### src/rtl/bcd_cal_pkg.sv
package bcd_cal_pkg;
  localparam int BYTE_W = 8;
  localparam int ADDR_W = 3;
  localparam int NREG   = 1 << ADDR_W;

  typedef enum logic [ADDR_W-1:0] {
    RA_HSEC = 3'd0, RA_SEC = 3'd1, RA_MIN = 3'd2, RA_HOUR = 3'd3,
    RA_WDAY = 3'd4, RA_DATE = 3'd5, RA_MON = 3'd6, RA_YEAR = 3'd7
  } reg_sel_e;

  function automatic logic [BYTE_W-1:0] bcd_next(input logic [BYTE_W-1:0] v);
    if (v[3:0] == 4'h9) bcd_next = {v[7:4] + 4'h1, 4'h0};
    else                bcd_next = {v[7:4], v[3:0] + 4'h1};
  endfunction

  function automatic logic year_is_leap(input logic [BYTE_W-1:0] yr);
    logic [5:0] s;
    s = {1'b0, yr[7:4], 1'b0} + {2'b0, yr[3:0]};
    year_is_leap = (s[1:0] == 2'b00);
  endfunction

  function automatic logic [BYTE_W-1:0] month_days(input logic [4:0] m,
                                                    input logic [BYTE_W-1:0] yr);
    case (m)
      5'h02:                      month_days = year_is_leap(yr) ? 8'h29 : 8'h28;
      5'h04, 5'h06, 5'h09, 5'h11: month_days = 8'h30;
      default:                    month_days = 8'h31;
    endcase
  endfunction
endpackage

### src/rtl/bcd_wrap_counter.sv
module bcd_wrap_counter
  import bcd_cal_pkg::*;
#(
  parameter logic [BYTE_W-1:0] LOW  = 8'h00,
  parameter logic [BYTE_W-1:0] MASK = 8'hFF
) (
  input  logic              clk,
  input  logic              rst_n,
  input  logic              inc,
  input  logic [BYTE_W-1:0] limit,
  input  logic              wr_en,
  input  logic [BYTE_W-1:0] wr_data,
  output logic [BYTE_W-1:0] value,
  output logic              carry
);
  logic [BYTE_W-1:0] cnt_q, cnt_d;

  assign carry = inc && (cnt_q >= limit);
  assign value = cnt_q;

  always_comb begin
    cnt_d = cnt_q;
    if (wr_en)      cnt_d = wr_data & MASK;
    else if (carry) cnt_d = LOW;
    else if (inc)   cnt_d = bcd_next(cnt_q) & MASK;
  end

  always_ff @(posedge clk) begin
    if (!rst_n) cnt_q <= LOW;
    else        cnt_q <= cnt_d;
  end

  assert_wrap_low_R2: assert property (@(posedge clk) disable iff (!rst_n)
    (carry && !wr_en) |=> (value == LOW));
  assert_hold_R10: assert property (@(posedge clk) disable iff (!rst_n)
    (!inc && !wr_en) |=> $stable(value));
  assert_write_wins_R9: assert property (@(posedge clk) disable iff (!rst_n)
    wr_en |=> (value == ($past(wr_data) & MASK)));
endmodule

### src/rtl/hour_counter.sv
module hour_counter
  import bcd_cal_pkg::*;
(
  input  logic              clk,
  input  logic              rst_n,
  input  logic              inc,
  input  logic              wr_en,
  input  logic [BYTE_W-1:0] wr_data,
  output logic [BYTE_W-1:0] hour,
  output logic              day_carry
);
  localparam logic [BYTE_W-1:0] HMASK = 8'h7F;

  logic [BYTE_W-1:0] hr_q, hr_d, step12, v12;
  logic mode12, pm;

  assign mode12 = hr_q[6];
  assign pm     = hr_q[5];
  assign v12    = {3'b000, hr_q[4:0]};
  assign step12 = bcd_next(v12);
  assign hour   = hr_q;

  always_comb begin
    day_carry = 1'b0;
    hr_d      = hr_q;
    if (mode12) begin
      day_carry = inc && pm && (v12 == 8'h11);
      if (inc) begin
        if (v12 >= 8'h12)      hr_d = {1'b0, 1'b1, pm, 5'h01};
        else if (v12 == 8'h11) hr_d = {1'b0, 1'b1, ~pm, 5'h12};
        else                   hr_d = {1'b0, 1'b1, pm, step12[4:0]};
      end
    end else begin
      day_carry = inc && ({2'b00, hr_q[5:0]} >= 8'h23);
      if (day_carry)  hr_d = 8'h00;
      else if (inc)   hr_d = bcd_next({2'b00, hr_q[5:0]}) & 8'h3F;
    end
    if (wr_en) hr_d = wr_data & HMASK;
  end

  always_ff @(posedge clk) begin
    if (!rst_n) hr_q <= 8'h00;
    else        hr_q <= hr_d;
  end

  assert_pm_flip_R4: assert property (@(posedge clk) disable iff (!rst_n)
    (inc && !wr_en && hour[6] && hour[4:0] == 5'h11) |=> (hour[5] != $past(hour[5])));
  assert_pm_steady_R4: assert property (@(posedge clk) disable iff (!rst_n)
    (inc && !wr_en && hour[6] && hour[4:0] != 5'h11) |=> $stable(hour[5]));
  assert_mode_kept_R3: assert property (@(posedge clk) disable iff (!rst_n)
    (inc && !wr_en) |=> $stable(hour[6]));
  assert_midnight_zero_R3: assert property (@(posedge clk) disable iff (!rst_n)
    (day_carry && !wr_en && !hour[6]) |=> (hour == 8'h00));
endmodule

### src/rtl/bcd_clock_calendar.sv
module bcd_clock_calendar
  import bcd_cal_pkg::*;
(
  input  logic              clk,
  input  logic              rst_n,
  input  logic              tick,
  input  logic              wr_valid,
  output logic              wr_ready,
  input  logic [ADDR_W-1:0] wr_addr,
  input  logic [BYTE_W-1:0] wr_data,
  output logic [BYTE_W-1:0] hsec,
  output logic [BYTE_W-1:0] sec,
  output logic [BYTE_W-1:0] min,
  output logic [BYTE_W-1:0] hour,
  output logic [BYTE_W-1:0] wday,
  output logic [BYTE_W-1:0] date,
  output logic [BYTE_W-1:0] month,
  output logic [BYTE_W-1:0] year
);
  localparam int NTIME = 3;
  localparam logic [BYTE_W-1:0] TLIM  [NTIME] = '{8'h99, 8'h59, 8'h59};
  localparam logic [BYTE_W-1:0] TMASK [NTIME] = '{8'hFF, 8'h7F, 8'h7F};

  logic [NREG-1:0]   we;
  logic [NTIME:0]    tc;
  logic [BYTE_W-1:0] tval [NTIME];
  logic              day_c, date_c, wday_c, mon_c, year_c;
  logic [BYTE_W-1:0] mon_f, date_lim;
  logic              cent_q;

  assign wr_ready = 1'b1;
  assign we       = wr_valid ? (NREG'(1) << wr_addr) : '0;
  assign tc[0]    = tick;

  for (genvar i = 0; i < NTIME; i++) begin : g_time
    bcd_wrap_counter #(.LOW(8'h00), .MASK(TMASK[i])) u_cnt (
      .clk(clk), .rst_n(rst_n), .inc(tc[i]), .limit(TLIM[i]),
      .wr_en(we[i]), .wr_data(wr_data), .value(tval[i]), .carry(tc[i+1])
    );
  end

  assign hsec = tval[0];
  assign sec  = tval[1];
  assign min  = tval[2];

  hour_counter u_hour (
    .clk(clk), .rst_n(rst_n), .inc(tc[NTIME]), .wr_en(we[RA_HOUR]),
    .wr_data(wr_data), .hour(hour), .day_carry(day_c)
  );

  bcd_wrap_counter #(.LOW(8'h01), .MASK(8'h07)) u_wday (
    .clk(clk), .rst_n(rst_n), .inc(day_c), .limit(8'h07),
    .wr_en(we[RA_WDAY]), .wr_data(wr_data), .value(wday), .carry(wday_c)
  );

  assign date_lim = month_days(mon_f[4:0], year);

  bcd_wrap_counter #(.LOW(8'h01), .MASK(8'h3F)) u_date (
    .clk(clk), .rst_n(rst_n), .inc(day_c), .limit(date_lim),
    .wr_en(we[RA_DATE]), .wr_data(wr_data), .value(date), .carry(date_c)
  );

  bcd_wrap_counter #(.LOW(8'h01), .MASK(8'h1F)) u_mon (
    .clk(clk), .rst_n(rst_n), .inc(date_c), .limit(8'h12),
    .wr_en(we[RA_MON]), .wr_data(wr_data), .value(mon_f), .carry(mon_c)
  );

  bcd_wrap_counter #(.LOW(8'h00), .MASK(8'hFF)) u_year (
    .clk(clk), .rst_n(rst_n), .inc(mon_c), .limit(8'h99),
    .wr_en(we[RA_YEAR]), .wr_data(wr_data), .value(year), .carry(year_c)
  );

  always_ff @(posedge clk) begin
    if (!rst_n)           cent_q <= 1'b0;
    else if (we[RA_MON])  cent_q <= wr_data[7];
    else if (year_c)      cent_q <= ~cent_q;
  end

  assign month = {cent_q, 2'b00, mon_f[4:0]};

  assert_century_flip_R7: assert property (@(posedge clk) disable iff (!rst_n)
    (year_c && !we[RA_MON]) |=> (month[7] != $past(month[7])));
  assert_century_hold_R7: assert property (@(posedge clk) disable iff (!rst_n)
    (!year_c && !we[RA_MON]) |=> $stable(month[7]));
  assert_idle_hold_R10: assert property (@(posedge clk) disable iff (!rst_n)
    (!tick && !wr_valid) |=> $stable({hsec, sec, min, hour, wday, date, month, year}));
  assert_day_pair_R5: assert property (@(posedge clk) disable iff (!rst_n)
    (day_c && !we[RA_WDAY]) |=> !$stable(wday));
  assert_one_write_R8: assert property (@(posedge clk) disable iff (!rst_n)
    $onehot0(we));
endmodule

### config.mk
export PLATFORM = sky130hd
export DESIGN_NAME = bcd_clock_calendar
export DESIGN_NICKNAME = d
export VERILOG_FILES = /design/src/rtl/bcd_cal_pkg.sv /design/src/rtl/bcd_wrap_counter.sv /design/src/rtl/hour_counter.sv /design/src/rtl/bcd_clock_calendar.sv
export SDC_FILE = /design/constraint.sdc
export NUM_CORES = 1
export LEC_CHECK = 0
export BUFFER_PORTS_ARGS = -buffer_cell sky130_fd_sc_hd__buf_2
export CORE_UTILIZATION = 63
export CTS_CLUSTER_SIZE = 30
export DETAILED_ROUTE_END_ITERATION = 10
export GPL_TIMING_DRIVEN = 0
export PLACE_DENSITY = 0.93
export SKIP_CTS_REPAIR_TIMING = 1
export SYNTH_ARGS = -nofsm -noshare
export SYNTH_HDL_FRONTEND = slang
export SYNTH_HIERARCHICAL = 1
export SYNTH_SLANG_ARGS = --single-unit
### constraint.sdc
create_clock -name clk -period 7.95 [get_ports clk]
set_clock_uncertainty 0.1 [all_clocks]
set_input_delay 0.3975 -clock clk [delete_from_list [all_inputs] [get_ports clk]]
set_output_delay 0.3975 -clock clk [all_outputs]
set_load 0.1 [all_outputs]
==> results.cfg <==
[logic_synthesis]
syn_inst = 647
syn_avg_cell_area_um2 = 8.06
synth_warnings = 6
synth_area_um2 = 5220

[die]
initial_core_util_pct = 66.5
num_io_pins = 80
coreArea_um2 = 7850
design.die.area_um2 = 8650
die_h_um = 93.0
die-width_um = 93.0
rows = 32

[routing]
post_drt_wl_per_cell_um = 15.0
vias_per_cell = 5.96
dr.max_layer_used = met4
detail_route.drc_violations = 0
drt_pass1_iterations = 6
dr_wl_met2_um = 6610
wl_met1_um = 5270
totalWireLength_um = 13200
vias = 5266
first_iter_violations = 325
ant_nets = 0
dr_wl_met3_um = 890

[outcome]
outcome = complete, no violations

[final_layout]
final_area_um2 = 5980
num_antenna_cells = 0
layout.nets = 859
mostFrequentLayoutCells = buf_2, inv_1, conb_1, a21oi_1, ha_1
final_common_cell = buf_2
drive_gt1_share_pct = 18.7
fillers = 597
area_delta_synth_final_pct = 14.7

[clock_tree]
h-tree-depth = 2
clk_latency_ns = 0.31
cts_root_buffer = clkbuf_8
cts.clk_slew.worst_paths_ns = 0.10
cts.sinks = 52
cts_buffer_depth = 2
cts_tree = built
numCtsBuffers = 5

[power_and_ir_drop]
p_sw_uw = 288
p_leak_nw = 2.91
switching_share_pct = 42.1
p_comb_share_pct = 36.2
intPower_uw = 396
p_total_uw = 684
p_seq_share_pct = 42.3
clock_power_share_pct = 21.5
peakVddDrop_uv = 67.7
power.density_nw_per_um2 = 114

[timing]
slew_violations = 0
setup_ws_ns = 1.99
timing.hold.ws_ns = 0.311
fmax_mhz = 168
relSlewSlack_pct = 48.6
fin_setup_tns_ns = 0
final_hold_viol_count = 0
grt_setup_unrepaired = no
period_minus_slack_ns = 5.96
min_period_over_period_pct = 75.0
setup_viol = 0
worstMarginPinSlew_ns = 0.771

[place]
post-dp-hpwl_um = 9940
port_buffers = 66
post_dp_cell_area_um2 = 5900
preCtsSetupSlack_ns = 2.12
gp_congestion = 0.933

[global_route]
gr-total-overflow = 0
grt_usage_pct = 30.5
grt_pass1_wl_um = 21600
antenna_found_initial = 0
grt_max_degree = 43
grt_pass1_vias = 4934

[critical_path]
critical_path_class = flip-flop to flip-flop
start_kind = flip-flop
worstPathMaxFanout = 13
arrival_ns = 6.07
endpoint_kind = flip-flop
required_ns = 8.06

[flow_run]
maxCapViolCount = 0

[hold_path]
min_path_type = input port to flip-flop
-- sequential cells by signal (all words and copies together), names as in the netlist --
register and cells:
u_hour/hour 7, u_year/value 8, cent_q 1, g_time.u_cnt/value 22, u_date/value 6, u_wday/value 3, u_mon/value 5
-- metal layers --
layer | global-route usage (%) | vias up
li1 | - | 2547
met1 | 35.0 | 2444
met4 | 15.1 | 0
met3 | 4.39 | 45
met2 | 54.8 | 230
met5 | 0 | -
-- power by group through the flow --
| stage | sequential, mW | combinational (mW) | clock [mW] |
|---|---|---|---|
| after detailed placement | 0.295 | 0.243 | 0 |
| after global placement | 0.293 | 0.234 | 0 |
| final | 0.289 | 0.247 | 0.147 |
| after floorplan | 0.361 | 0.130 | 0 |
| after global routing | 0.291 | 0.264 | 0.160 |
| after CTS | 0.288 | 0.244 | 0.147 |
-- worst paths after layout --
| check | from | endpoint | slack, ns | cells after the start |
|---|---|---|---|---|
| setup / recovery | g_time[0].u_cnt/value[0] | u_year/value[7] | 1.99 | 22 |
| hold / removal | wr_data[7] | cent_q | 0.31 | 2 |
| setup reg to reg | g_time[0].u_cnt/value[0] | u_year/value[7] | 1.99 | 22 |
| hold reg to reg | g_time[2].u_cnt/value[5] | g_time[2].u_cnt/value[5] | 0.46 | 1 |
-- worst max-delay path, cell delays in order (launching register included) --
cell and delay [ns]:
dfxtp_1 0.43, inv_1 0.10, ha_1 0.20, nor2b_1 0.13, o21ai_2 0.20, a21boi_4 0.08
o21ai_2 0.26, clkbuf_1 0.38, nor2b_2 0.28, clkbuf_1 0.38, nor2b_2 0.30, clkbuf_1 0.37
and2_1 0.42, o211ai_2 0.17, a31oi_4 0.39, nor4b_4 0.28, o21ai_2 0.12, nor2_1 0.37
inv_1 0.19, a211oi_1 0.28, nor2_1 0.07, a31o_2 0.24, o311a_1 0.12
-- area by class of cell --
type	instances	area [um^2]	share of cell area, %
inverter	70	263	4.39
buffer	36	205	3.43
clock buffer	6	72.6	1.21
clock inverter	1	5.00	0.0837
timing repair buffer	66	330	5.52
sequential	52	1040	17.4
tap	102	128	2.13
multi-input combinational	550	3940	65.8
-- per-stage QoR --
| step | instances | utilization, % |
|---|---|---|
| after detailed placement | 876 | 75.2 |
| after floorplan | 708 | - |
| after global routing | 883 | 76.2 |
| final | 883 | 76.2 |
| after global placement | 876 | 75.2 |
| after CTS | 883 | 76.2 |
Note: power is estimated with default switching activity, not from simulation.
